--- config.mk ---
export PLATFORM = sky130hd
export DESIGN_NAME = i2c_bus_frontend
export DESIGN_NICKNAME = d
export VERILOG_FILES = /design/src/rtl/i2cfe_pkg.sv /design/src/rtl/i2cfe_line_filter.sv /design/src/rtl/i2cfe_cond_detect.sv /design/src/rtl/i2cfe_xfer_fsm.sv /design/src/rtl/i2cfe_arb_mon.sv /design/src/rtl/i2c_bus_frontend.sv
export SDC_FILE = /design/constraint.sdc
export NUM_CORES = 1
export LEC_CHECK = 0
export BUFFER_PORTS_ARGS = -buffer_cell sky130_fd_sc_hd__buf_2
export CAP_MARGIN = 20
export CORE_MARGIN = 1
export CORE_UTILIZATION = 40
export CTS_CLUSTER_DIAMETER = 50
export DETAILED_ROUTE_END_ITERATION = 6
export MAX_ROUTING_LAYER = met4
export SLEW_MARGIN = 0
export SYNTH_ARGS = -nofsm -noshare
export SYNTH_HDL_FRONTEND = slang
export SYNTH_SLANG_ARGS = --single-unit
export TNS_END_PERCENT = 1
--- constraint.sdc ---
create_clock -name clk -period 2.13 [get_ports clk]
set_input_delay 0 -clock clk [delete_from_list [all_inputs] [get_ports clk]]
set_output_delay 0 -clock clk [all_outputs]
set_load 0.01 [all_outputs]
--- src/rtl/i2cfe_pkg.sv ---
package i2cfe_pkg;
    localparam int LINES   = 2;
    localparam int LINE_SCL = 0;
    localparam int LINE_SDA = 1;

    localparam int STAT_W  = 7;
    localparam int ST_RS   = 0;
    localparam int ST_ARB  = 1;
    localparam int ST_ACK  = 2;
    localparam int ST_RD   = 3;
    localparam int ST_ADR  = 4;
    localparam int ST_GC   = 5;
    localparam int ST_FB   = 6;

    typedef enum logic [2:0] {
        PH_IDLE,
        PH_ADDR,
        PH_ADDR_ACK,
        PH_DATA,
        PH_DATA_ACK
    } phase_e;
endpackage

--- src/rtl/i2cfe_line_filter.sv ---
module i2cfe_line_filter #(
    parameter int   DEPTH = 3,
    parameter logic INIT  = 1'b1
) (
    input  logic clk,
    input  logic rst_n,
    input  logic raw,
    output logic filt
);
    logic [DEPTH-1:0] taps;

    always_ff @(posedge clk or negedge rst_n) begin
        if (!rst_n) begin
            taps <= {DEPTH{INIT}};
            filt <= INIT;
        end else begin
            taps <= {taps[DEPTH-2:0], raw};
            if (&taps)
                filt <= 1'b1;
            else if (~|taps)
                filt <= 1'b0;
        end
    end
endmodule

--- src/rtl/i2cfe_cond_detect.sv ---
module i2cfe_cond_detect (
    input  logic clk,
    input  logic rst_n,
    input  logic scl_f,
    input  logic sda_f,
    output logic start_p,
    output logic stop_p,
    output logic scl_rise
);
    logic scl_q, sda_q;

    always_ff @(posedge clk or negedge rst_n) begin
        if (!rst_n) begin
            scl_q <= 1'b1;
            sda_q <= 1'b1;
        end else begin
            scl_q <= scl_f;
            sda_q <= sda_f;
        end
    end

    assign start_p  = scl_f & scl_q & sda_q & ~sda_f;
    assign stop_p   = scl_f & scl_q & ~sda_q & sda_f;
    assign scl_rise = scl_f & ~scl_q;
endmodule

--- src/rtl/i2cfe_xfer_fsm.sv ---
module i2cfe_xfer_fsm
    import i2cfe_pkg::*;
#(
    parameter int BYTE_W = 8
) (
    input  logic              clk,
    input  logic              rst_n,
    input  logic              start_p,
    input  logic              stop_p,
    input  logic              scl_rise,
    input  logic              sda_f,
    input  logic [BYTE_W-2:0] own_addr,
    output logic              byte_strobe,
    output logic [BYTE_W-1:0] rx_byte,
    output logic              rep_start,
    output logic              ack_bit,
    output logic              rd_dir,
    output logic              addressed,
    output logic              gen_call,
    output logic              first_byte
);
    localparam int ADDR_W = BYTE_W - 1;
    localparam int CNT_W  = $clog2(BYTE_W + 1);
    localparam logic [CNT_W-1:0] LAST_BIT = CNT_W'(BYTE_W - 1);

    phase_e            state, state_nx;
    logic [CNT_W-1:0]  bit_cnt;
    logic [BYTE_W-1:0] shreg;
    logic              last_bit;
    logic [BYTE_W-1:0] byte_nx;
    logic              gc_hit, own_hit;

    assign last_bit = (bit_cnt == LAST_BIT);
    assign byte_nx  = {shreg[BYTE_W-2:0], sda_f};
    assign gc_hit   = (shreg[ADDR_W-1:0] == '0);
    assign own_hit  = (shreg[ADDR_W-1:0] == own_addr);

    // state register
    always_ff @(posedge clk or negedge rst_n) begin
        if (!rst_n)
            state <= PH_IDLE;
        else
            state <= state_nx;
    end

    // transitions
    always_comb begin
        state_nx = state;
        unique case (state)
            PH_IDLE:     state_nx = PH_IDLE;
            PH_ADDR:     if (scl_rise && last_bit) state_nx = PH_ADDR_ACK;
            PH_ADDR_ACK: if (scl_rise)             state_nx = PH_DATA;
            PH_DATA:     if (scl_rise && last_bit) state_nx = PH_DATA_ACK;
            PH_DATA_ACK: if (scl_rise)             state_nx = PH_DATA;
            default:     state_nx = PH_IDLE;
        endcase
        if (stop_p)
            state_nx = PH_IDLE;
        if (start_p)
            state_nx = PH_ADDR;
    end

    // outputs and datapath
    always_ff @(posedge clk or negedge rst_n) begin
        if (!rst_n) begin
            bit_cnt     <= '0;
            shreg       <= '0;
            byte_strobe <= 1'b0;
            rx_byte     <= '0;
            rep_start   <= 1'b0;
            ack_bit     <= 1'b1;
            rd_dir      <= 1'b0;
            addressed   <= 1'b0;
            gen_call    <= 1'b0;
            first_byte  <= 1'b0;
        end else begin
            byte_strobe <= 1'b0;
            if (start_p) begin
                bit_cnt    <= '0;
                first_byte <= 1'b0;
                if (state != PH_IDLE)
                    rep_start <= 1'b1;
            end else if (stop_p) begin
                bit_cnt    <= '0;
                rep_start  <= 1'b0;
                rd_dir     <= 1'b0;
                addressed  <= 1'b0;
                gen_call   <= 1'b0;
                first_byte <= 1'b0;
            end else if (scl_rise) begin
                unique case (state)
                    PH_ADDR, PH_DATA: begin
                        shreg <= byte_nx;
                        if ((state == PH_DATA) && (bit_cnt == '0))
                            first_byte <= 1'b0;
                        if (last_bit) begin
                            bit_cnt     <= '0;
                            byte_strobe <= 1'b1;
                            rx_byte     <= byte_nx;
                            if (state == PH_ADDR) begin
                                rd_dir     <= sda_f;
                                gen_call   <= gc_hit;
                                addressed  <= gc_hit | own_hit;
                                first_byte <= 1'b1;
                            end
                        end else begin
                            bit_cnt <= bit_cnt + 1'b1;
                        end
                    end
                    PH_ADDR_ACK, PH_DATA_ACK: ack_bit <= sda_f;
                    default: ;
                endcase
            end
        end
    end
endmodule

--- src/rtl/i2cfe_arb_mon.sv ---
module i2cfe_arb_mon (
    input  logic clk,
    input  logic rst_n,
    input  logic scl_rise,
    input  logic sda_f,
    input  logic tx_active,
    input  logic sda_drive,
    input  logic arb_clr,
    output logic arb_lost
);
    logic clash;

    assign clash = tx_active & sda_drive & ~sda_f & scl_rise;

    always_ff @(posedge clk or negedge rst_n) begin
        if (!rst_n)
            arb_lost <= 1'b0;
        else if (clash)
            arb_lost <= 1'b1;
        else if (arb_clr)
            arb_lost <= 1'b0;
    end
endmodule

--- src/rtl/i2c_bus_frontend.sv ---
module i2c_bus_frontend
    import i2cfe_pkg::*;
#(
    parameter int FILT_DEPTH = 3,
    parameter int BYTE_W     = 8
) (
    input  logic              clk,
    input  logic              rst_n,
    input  logic              scl_in,
    input  logic              sda_in,
    input  logic [BYTE_W-2:0] own_addr,
    input  logic              tx_active,
    input  logic              sda_drive,
    input  logic              arb_clr,
    output logic              scl_filt,
    output logic              sda_filt,
    output logic              start_det,
    output logic              stop_det,
    output logic              byte_strobe,
    output logic [BYTE_W-1:0] rx_byte,
    output logic [STAT_W-1:0] status
);
    logic [LINES-1:0] raw_lines, filt_lines;
    logic scl_rise;
    logic rep_start, ack_bit, rd_dir, addressed, gen_call, first_byte, arb_lost;

    assign raw_lines[LINE_SCL] = scl_in;
    assign raw_lines[LINE_SDA] = sda_in;

    for (genvar g = 0; g < LINES; g++) begin : g_filt
        i2cfe_line_filter #(.DEPTH(FILT_DEPTH), .INIT(1'b1)) u_filt (
            .clk  (clk),
            .rst_n(rst_n),
            .raw  (raw_lines[g]),
            .filt (filt_lines[g])
        );
    end

    assign scl_filt = filt_lines[LINE_SCL];
    assign sda_filt = filt_lines[LINE_SDA];

    i2cfe_cond_detect u_cond (
        .clk     (clk),
        .rst_n   (rst_n),
        .scl_f   (scl_filt),
        .sda_f   (sda_filt),
        .start_p (start_det),
        .stop_p  (stop_det),
        .scl_rise(scl_rise)
    );

    i2cfe_xfer_fsm #(.BYTE_W(BYTE_W)) u_fsm (
        .clk        (clk),
        .rst_n      (rst_n),
        .start_p    (start_det),
        .stop_p     (stop_det),
        .scl_rise   (scl_rise),
        .sda_f      (sda_filt),
        .own_addr   (own_addr),
        .byte_strobe(byte_strobe),
        .rx_byte    (rx_byte),
        .rep_start  (rep_start),
        .ack_bit    (ack_bit),
        .rd_dir     (rd_dir),
        .addressed  (addressed),
        .gen_call   (gen_call),
        .first_byte (first_byte)
    );

    i2cfe_arb_mon u_arb (
        .clk      (clk),
        .rst_n    (rst_n),
        .scl_rise (scl_rise),
        .sda_f    (sda_filt),
        .tx_active(tx_active),
        .sda_drive(sda_drive),
        .arb_clr  (arb_clr),
        .arb_lost (arb_lost)
    );

    always_comb begin
        status         = '0;
        status[ST_RS]  = rep_start;
        status[ST_ARB] = arb_lost;
        status[ST_ACK] = ack_bit;
        status[ST_RD]  = rd_dir;
        status[ST_ADR] = addressed;
        status[ST_GC]  = gen_call;
        status[ST_FB]  = first_byte;
    end
endmodule

---- Word level (Yosys, flattened, before mapping) ----
Cells that the tools add are included.
operators by class
  add/sub/neg operators ................... 1
  equal/unequal tests ..................... 12
  muxes and demuxes ....................... 47
  bitwise gates (word level) .............. 15
  reductions and logical operators ........ 26
operator list
  kind                 count
  $mux 1               36
  $mux 4               5
  $mux 3               5
  $reduce_bool 2->1    6
  $reduce_and 5->1     2
  $and 1x1->1          9
  $pmux 3 s3           1
  $reduce_and 3->1     3
  $reduce_bool 3->1    3
  $ne 4x3->1 const B   2
  $reduce_and 4->1     2
  $eq 7x7->1           1
  $logic_not 7->1      1
  $eq 3x2->1 const B   2
  $ne 2x1->1 const B   3
  $reduce_or 3->1      2
  $not 1->1            5
  $add 4x1->4 const B  1
  $eq 4x3->1 const B   1
  $logic_not 4->1      1
  $ne 4x1->1 const B   1
  $reduce_and 2->1     2
  $reduce_or 2->1      2
  $eq 3x1->1 const B   1
  other kinds (3)      4
word-level totals
  register bits after elaboration ......... 40
  input bits .............................. 14
  output and inout bits ................... 20
  word-level logic and storage cells ...... 119

---- Longest topological paths before layout ----
Gate-level depths: netlist of the first run.
  depth in word-level cells ............... 9
  depth in mapped cells ................... 6
  depth with buffers taken out ............ 5

---- Modules after synthesis ----
From an unflattened synthesis of the first run, not the netlist that was laid out.
unflattened totals
  cell total of the unflattened synthesis .. 152
  area total of the unflattened synthesis .. 1831.8 sq um
modules (own cells, without submodules)
  module             instances  cells an instance  area each (sq um)  sequential area each (sq um)
  i2cfe_xfer_fsm     1          120                1410.1             726.9
  i2cfe_line_filter  2          8                  123.9              105.1
  i2cfe_cond_detect  1          5                  78.8               52.6
  i2c_bus_frontend   1          7                  52.6               0.0
  i2cfe_arb_mon      1          4                  42.5               25.0

---- Least setup slack after synthesis of the first run ----
OpenSTA, ideal clock, no wires.
  kind .................................... register to register
  start point ............................. register g_filt[1].u_filt.filt
  end point ............................... register u_fsm.bit_cnt[3]
  setup time .............................. 0.118 ns
  data arrival time ....................... 1.413 ns
  required time ........................... 2.012 ns
  path slack .............................. 0.599 ns
  cell stages (with the launch flop) ...... 6
  path buffers ............................ 1
  period minus slack after synthesis ...... 1.531 ns
  cell sequence ........................... dfstp_2 > clkbuf_1 > nand2b_1 > a21oi_1 > o21ai_0 > a21o_1
on the way
  longest elaborated chain between the ends .. 4
  elaborated cells between the ends (all ways) .. 8
  classes of those cells .................. 2 x mux; 3 x bitwise; 3 x reduce/logical
RTL lines
  element                      RTL line                 text
  start: declaration           i2cfe_line_filter.sv:8   output logic filt
  start signal: assignment     i2cfe_line_filter.sv:15  filt <= INIT;
  start signal: assignment     i2cfe_line_filter.sv:19  filt <= 1'b1;
  start signal: assignment     i2cfe_line_filter.sv:21  filt <= 1'b0;
  $not 1->1                    i2cfe_cond_detect.sv:22  assign start_p = scl_f & scl_q & sda_q & ~sda_f;
  $and 1x1->1                  i2cfe_cond_detect.sv:22
  $reduce_bool 3->1 (no line)  n/a
  $reduce_and 2->1 (no line)   n/a
  end signal: assignment       i2cfe_xfer_fsm.sv:107    bit_cnt <= bit_cnt + 1'b1;
  end: declaration             i2cfe_xfer_fsm.sv:27     logic [CNT_W-1:0] bit_cnt;
Parallel ways exist; a longest one is shown, timed or not.
A chain may end at the register's enable or synchronous reset.

---- Worst setup path in the final report of the first run ----
  start point ............................. register g_filt[0].u_filt.filt
  end point ............................... register u_arb.arb_lost
on the way
  longest elaborated chain between the ends .. 3
  elaborated cells between the ends (all ways) .. 4
  classes of those cells .................. 1 x mux; 2 x bitwise; 1 x reduce/logical
RTL lines
  element                                             RTL line                 text
  start: declaration                                  i2cfe_line_filter.sv:8
  start signal: assignment                            i2cfe_line_filter.sv:15
  start signal: assignment                            i2cfe_line_filter.sv:19
  start signal: assignment                            i2cfe_line_filter.sv:21
  $and 1x1->1 *                                       i2cfe_cond_detect.sv:24  assign scl_rise = scl_f & ~scl_q;
  $and 1x1->1 *                                       i2cfe_arb_mon.sv:13      assign clash = tx_active & sda_drive & ~sda_f & scl_rise;
  $mux 1 / $reduce_bool 2->1 (equally long branches)  n/a
  end signal: assignment                              i2cfe_arb_mon.sv:17      arb_lost <= 1'b0;
  end signal: assignment                              i2cfe_arb_mon.sv:19      arb_lost <= 1'b1;
  end signal: assignment                              i2cfe_arb_mon.sv:21      arb_lost <= 1'b0;
  end: declaration                                    i2cfe_arb_mon.sv:9       output logic arb_lost
Mark *: on every way between the ends. The rest lies on a longest branch, timed or not.

==> results.tsv, run 1 <==
stage	metric	value	unit
global_route	initial antenna violation count	0	
timing	Worst Skew	3.73	ps
clock_network	H-tree levels	2	
clock_network	CTS Buf Count	5	
timing	Final setup viols	0	
job	Max Cap Viol	0	
placed_design	PortBufs	33	
synth	FF+latch count, synth	40	
global_route	vias in the first global route	1261	
timing	min Tclk post-route	1690	ps
final_layout	fraction of layout cells with a size suffix above 1	33.2	%
final_layout	Filler cells	399	
die	Cell Rows	24	
setup_path	crit path launch type	register	
synth	Post-synth EDFFs	0	
route	DRT Pass-1 Iters	4	
die	Ports	34	
route	drt total wl	3340	um
global_route	first-pass GRT wire length	5870	um
clock_network	post-CTS setup buffers	0	
synth	synthesized area per cell	11.0	sq um
hold_path	Hold/Removal Path Class	primary input to register	
placed_design	GPL Wtd Cong	0.823	
die	core region area	4380	sq um
clock_network	post_cts resized	0	
clock_network	clk sinks	40	
route	via count	1276	
timing	setup TNS	0	ps
synth	syn_nets	182	
setup_path	WP data required	2360	ps
die	die area	4850	sq um
clock_network	TritonCTS clock tree	done	
placed_design	DP HPWL	2310	um
final_layout	final net count	217	
route	post-route ant nets	0	
timing	f_max	0.593	GHz
route	DRC	0	
pwr	Pwr Density	951	nW/um^2
clock_network	# hold bufs at CTS	5	
setup_path	Critical Path Fanout Max	11	
pwr	Tot Pwr	2.07	mW
final_layout	area delta synth->final	18.7	%
synth	yosys warns	0	
synth	Async SR Flop Fraction	100	%
pwr	highest ir drop seen on vdd	404	uV
clock_network	Clock Pin Slew Worst Setup and Hold Paths	70	ps
global_route	total gr overflow	0	
timing	Rel. slew slack	42.7	%
die	Initial Utilization	41.8	%
setup_path	WP data arrival	1910	ps
final_layout	commonest non-fill, non-tap cell in the layout	buf_2	
run_status	status	finished, final reports clean	
timing	worst-margin pin slew	860	ps
route	Vias per Instance	5.02	
final_layout	most frequent cells in the layout	33 x buf_2, 31 x nand2_1, 29 x dfrtp_1	
timing	unrepaired setup endpoints after global routing	no	
global_route	largest net degree at the start of global routing	41	
setup_path	critical path class	register to register	
synth	Distinct cells, synth	42	
synth	Primary FF master, synth	dfrtp_1	
timing	Fin. Hold Viols	0	
die	die boundary width	69.7	um
setup_path	critical path capture point type	register	
synth	Syn Inst Count	166	
final_layout	utilization after layout	49.6	%
pwr	LEAKAGE	1.10	nW
timing	final worst path period share	79.2	%
timing	pins over their slew limit	0	
clock_network	clk root buf	clkbuf_8	
clock_network	clk_lat worst skew	290	ps
synth	synthesized area	1830	sq um
synth	sequential area share after synthesis	55.4	%
final_layout	Antenna Cells	0	
route	DR WL/cell	13.2	um
clock_network	CTS Buffer Depth	2	
global_route	GR Util All Layers	15.9	%
route	Detailed Route Iter0 Violations	51	
die	Chip Height	69.7	um
==> report_power, final <==
group	total, mW	switching [mW]	internal [mW]
registers	1.02	0.146	0.877
logic	0.376	0.202	0.174
clock network	0.668	0.254	0.413
total	2.07	0.602	1.46
==> final cells by class <==
class	count	area, sq um	share of cell area (%)
repair buffers	40	230	10.6
flip-flops and latches	40	1010	46.7
clock buffers	7	96.3	4.43
inverters	6	22.5	1.04
multi-input cells	108	714	32.9
well taps	52	65.1	2.99
clock inverters	1	30.0	1.38
==> synthesized netlist by cell type, drive strengths merged, types with 2 or more instances <==
cell    number  share of area, %
a21o         2              0.82
ha           2               1.4
inv          6               1.2
xor2         5               2.4
dfstp       11                16
nand2       31               6.4
nor3         4               1.7
nand2b       3               1.0
nor4         3               1.0
o31ai        2              0.82
nor2b        2              0.68
dfrtp       29                40
nand3        2              0.55
a21oi        6               1.6
mux2         9               5.5
mux2i        2               1.1
o21ai        6               1.6
xnor2        4               1.9
a31o         2              0.96
buf         11               4.1
nor2         7               2.3
==> final timing paths <==
path,slack (ps),depth (start not counted),to,from
worst min register to register,370,0,g_filt[1].u_filt.taps[2]$_DFF_PN1_,g_filt[1].u_filt.taps[1]$_DFF_PN1_
min in group asynchronous,360,2,u_fsm.bit_cnt[1]$_DFFE_PN0P_,rst_n
max in group asynchronous,1240,2,u_fsm.bit_cnt[0]$_DFFE_PN0P_,rst_n
worst max-delay path,440,3,u_arb.arb_lost$_DFFE_PN0P_,g_filt[0].u_filt.filt$_DFFE_PN1P_
worst min-delay path,60,4,u_fsm.addressed$_DFFE_PN0P_,own_addr[6]
worst max register to register,440,3,u_arb.arb_lost$_DFFE_PN0P_,g_filt[0].u_filt.filt$_DFFE_PN1P_
==> per-layer routing <==
layer | part of all wire, % | GRT usage (%)
met4 | 1.8 | 6.67
met1 | 48 | 19.8
met5 | 0 | -
met2 | 47 | 24.7
met3 | 3.4 | 4.07
==> metrics by stage <==
stage,hold slack [ps],instances,setup slack (ps),cell area [sq um]
6_report,57.0,254,443,2170
5_1_grt,61.1,254,333,2170
4_1_cts,56.6,254,428,2170
3_5_place_dp,107,241,432,2000
3_3_place_gp,106,241,524,2000
2_1_floorplan,-296,166,599,1830
==> state kept, by name, summed over array words and instances (netlist names), 2 cells and up <==
| name | cells |
|---|---|
| u_fsm.rx_byte | 8 |
| u_fsm.shreg | 7 |
| g_filt.u_filt.taps | 6 |
| u_fsm.bit_cnt | 4 |
| u_fsm.state | 3 |
| g_filt.u_filt.filt | 2 |
==> critical path: stages, from the launching register on <==
cell	delay, ps
dfstp_2	630
nand2b_1	160
o32ai_1	270
dlygate4sd3_1	570
==> cell families after synthesis <==
family / Yosys count / synth area share [%]
AO/OA/AOI/OAI: 24 / 8.48
XOR/XNOR: 9 / 4.31
adder cells (fa/ha/maj): 2 / 1.37
buffers and inverters: 18 / 5.54
flip-flops: 40 / 55.4
multiplexers: 11 / 6.63
AND/OR/NAND/NOR: 62 / 18.3
Note: power is estimated with default switching activity, not from simulation.
==> inputs of run 2 (changes only) <==
==> constraint.sdc (replaced) <==
create_clock -name clk -period 1.35 [get_ports clk]
set_input_delay 0 -clock clk [delete_from_list [all_inputs] [get_ports clk]]
set_output_delay 0 -clock clk [all_outputs]
set_load 0.01 [all_outputs]
==> run 2 against run 1 <==
The run now ends with negative setup slack left. Power is 60% higher. Sequential share of layout area down 5.5 points. Core utilization increased by 6.6 points. Final area rose by 13%. Maximum frequency up 9.6%. Sequential power rose by 50%. Clock skew rose by 5.4 ps.
==> results.tsv, run 2 (synthesized netlist as in run 1, its figures left out) <==
stage	metric	value	unit	change
route	post-route ant nets	0		unchanged
pwr	Cell Int Power	2.29	mW	+56%
final_layout	Antenna Cells	0		unchanged
setup_path	Crit-path slowest cell	dfstp_2		
clock_network	TritonCTS clock tree	done		
setup_path	cells along the critical path	nand4bb_1, buf_4, nor2_4, mux2_2		
timing	worst-margin pin slew	489	ps	-371 ps
clock_network	clk_lat worst skew	290	ps	about the same
timing	Worst Skew	9.09	ps	+5.35 ps
timing	pins over their slew limit	0		unchanged
die	core region area	4380	sq um	unchanged
placed_design	Place WS	-186	ps	-618 ps
timing	f_max	0.649	GHz	+9.6%
die	Cell Rows	24		unchanged
final_layout	fraction of layout cells with a size suffix above 1	46.4	%	+13 points
route	DR WL/cell	13.5	um	+2.5%
pwr	share of power burned in registers	46.2	%	-3.3 points
clock_network	clk root buf	clkbuf_8		
job	Max Cap Viol	0		unchanged
pwr	highest ir drop seen on vdd	771	uV	+91%
final_layout	final net count	248		+14%
setup_path	Worst path top cell family by delay	flip-flops		
run_status	status	finished, violations left		
final_layout	Biggest register	u_fsm.rx_byte		
route	DRC	0		unchanged
placed_design	DP HPWL	2810	um	+22%
die	Chip Height	69.7	um	unchanged
global_route	GR Util All Layers	18.0	%	+2.1 points
final_layout	Top Registers	u_fsm.rx_byte x8, u_fsm.shreg x7, g_filt.u_filt.taps x6		
placed_design	PortBufs	33		unchanged
global_route	vias in the first global route	1355		+7.5%
clock_network	CTS Buffer Depth	2		unchanged
setup_path	Critical Path Fanout Max	4		-7
global_route	initial antenna violation count	0		unchanged
pwr	LEAKAGE	1.25	nW	+14%
setup_path	WP data arrival	1720	ps	-190 ps
pwr	clock power share	24.2	%	-8.1 points
final_layout	area delta synth->final	34.6	%	
final_layout	most frequent cells in the layout	33 x buf_2, 30 x nand2_1, 29 x dfrtp_1		
timing	unrepaired setup endpoints after global routing	yes		
global_route	first-pass GRT wire length	6540	um	+11%
die	die boundary width	69.7	um	unchanged
clock_network	clk sinks	40		unchanged
pwr	Psw	1.02	mW	+70%
hold_path	Hold/Removal Path Class	primary input to register		
route	drt total wl	3840	um	+15%
clock_network	Clock Pin Slew Worst Setup and Hold Paths	70	ps	about the same
pwr	Sw Ratio	30.9	%	+1.8 points
timing	final worst path period share	114	%	+35 points
route	DRT Pass-1 Iters	4		unchanged
global_route	total gr overflow	0		unchanged
run_status	failing checks	negative setup slack		
pwr	Pwr Density	1340	nW/um^2	+41%
final_layout	Largest register FFs	8		unchanged
route	via count	1408		+10%
setup_path	worst path buffer plus inverter count	1		unchanged
timing	min Tclk post-route	1540	ps	-147 ps
clock_network	H-tree levels	2		unchanged
global_route	largest net degree at the start of global routing	22		-46%
clock_network	CTS Buf Count	5		unchanged
timing	Rel. slew slack	67.4	%	+25 points
timing	final worst setup slack	-190	ps	-633 ps
route	Vias per Instance	4.94		-1.7%
timing	WHS	47.7	ps	-9.31 ps
route	Detailed Route Iter0 Violations	84		+65%
timing	Fin. Hold Viols	0		unchanged
final_layout	commonest non-fill, non-tap cell in the layout	buf_2		
pwr	power share of the combinational group	29.6	%	+11 points
placed_design	GPL Wtd Cong	0.896		+8.9%
setup_path	critical path class	register to register		
die	Initial Utilization	41.8	%	unchanged
setup_path	Critical Path Max Stage Delay	550	ps	-80 ps
setup_path	WP data required	1530	ps	-830 ps
setup_path	critical path capture point type	register		
timing	Final setup viols	17		+17
die	Ports	34		unchanged
die	die area	4850	sq um	unchanged
setup_path	crit path launch type	register		
-- run 2: worst reg2reg max path: cells and delay by family, from the launching register on --
kind	cells	cell delay (ps)
flip-flops	1	550
AND/OR/NAND/NOR	2	330
multiplexers	1	350
buffers and inverters	1	220
-- run 2: through the flow --
step	power [mW]	util (%)	cells	area [sq um]	TNS (ps)
floorplan	2.03	-	166	1840	-2070
global placement	2.42	51.0	269	2240	-1740
detailed placement	2.46	51.0	269	2240	-2430
CTS	3.31	55.1	283	2410	-2420
global route	3.54	56.2	285	2460	-4060
finish	3.31	56.2	285	2460	-2220
-- run 2: metal layers --
layer	wire length, um	GRT usage, %	vias up	share of wire [%]
met3	126	4.94	8	3.3
met4	74	6.00	0	1.9
met1	1790	23.4	685	47
met2	1850	27.3	23	48
li1	-	-	692	-
met5	0	-	-	0
-- run 2: final cells by class --
cell class                 instances  area [sq um]
inverter                           6          22.5
multi-input combinational        109           771
clock inverter                     2          10.0
clock buffer                       6          82.6
tap                               52          65.1
sequential                        40          1010
timing repair buffer              70           498
fill                             385          1920
-- run 2: path summary, 6_finish.rpt --
path,start,to,slack (ps),depth (start not counted)
worst max register to register,g_filt[0].u_filt.filt$_DFFE_PN1P_,u_fsm.rx_byte[3]$_DFFE_PN0P_,-190,4
worst min-delay path,own_addr[6],u_fsm.addressed$_DFFE_PN0P_,50,4
worst min register to register,g_filt[0].u_filt.taps[1]$_DFF_PN1_,g_filt[0].u_filt.taps[2]$_DFF_PN1_,360,0
min in group asynchronous,rst_n,u_fsm.shreg[6]$_DFFE_PN0P_,200,2
max in group asynchronous,rst_n,g_filt[1].u_filt.taps[0]$_DFF_PN1_,590,3
worst max-delay path,g_filt[0].u_filt.filt$_DFFE_PN1P_,u_fsm.rx_byte[3]$_DFFE_PN0P_,-190,4
-- run 2: repair_timing --
action                                  4_1_cts  5_1_grt
hold buffers                                  6        0
cloned                                        0        1
hold endpoints to repair                     23        0
gates resized for setup                       8        8
pin swaps                                     4        3
buffers inserted                              0        1
endpoints found under the setup margin       26       29
-- run 2: power by group through the flow --
stage	Sequential [mW]	Clock, mW	Combinational (mW)
6_report	1.53	0.800	0.979
3_3_place_gp	1.54	0	0.882
3_5_place_dp	1.55	0	0.910
5_1_grt	1.55	0.890	1.11
4_1_cts	1.53	0.834	0.949
2_1_floorplan	1.56	0	0.464
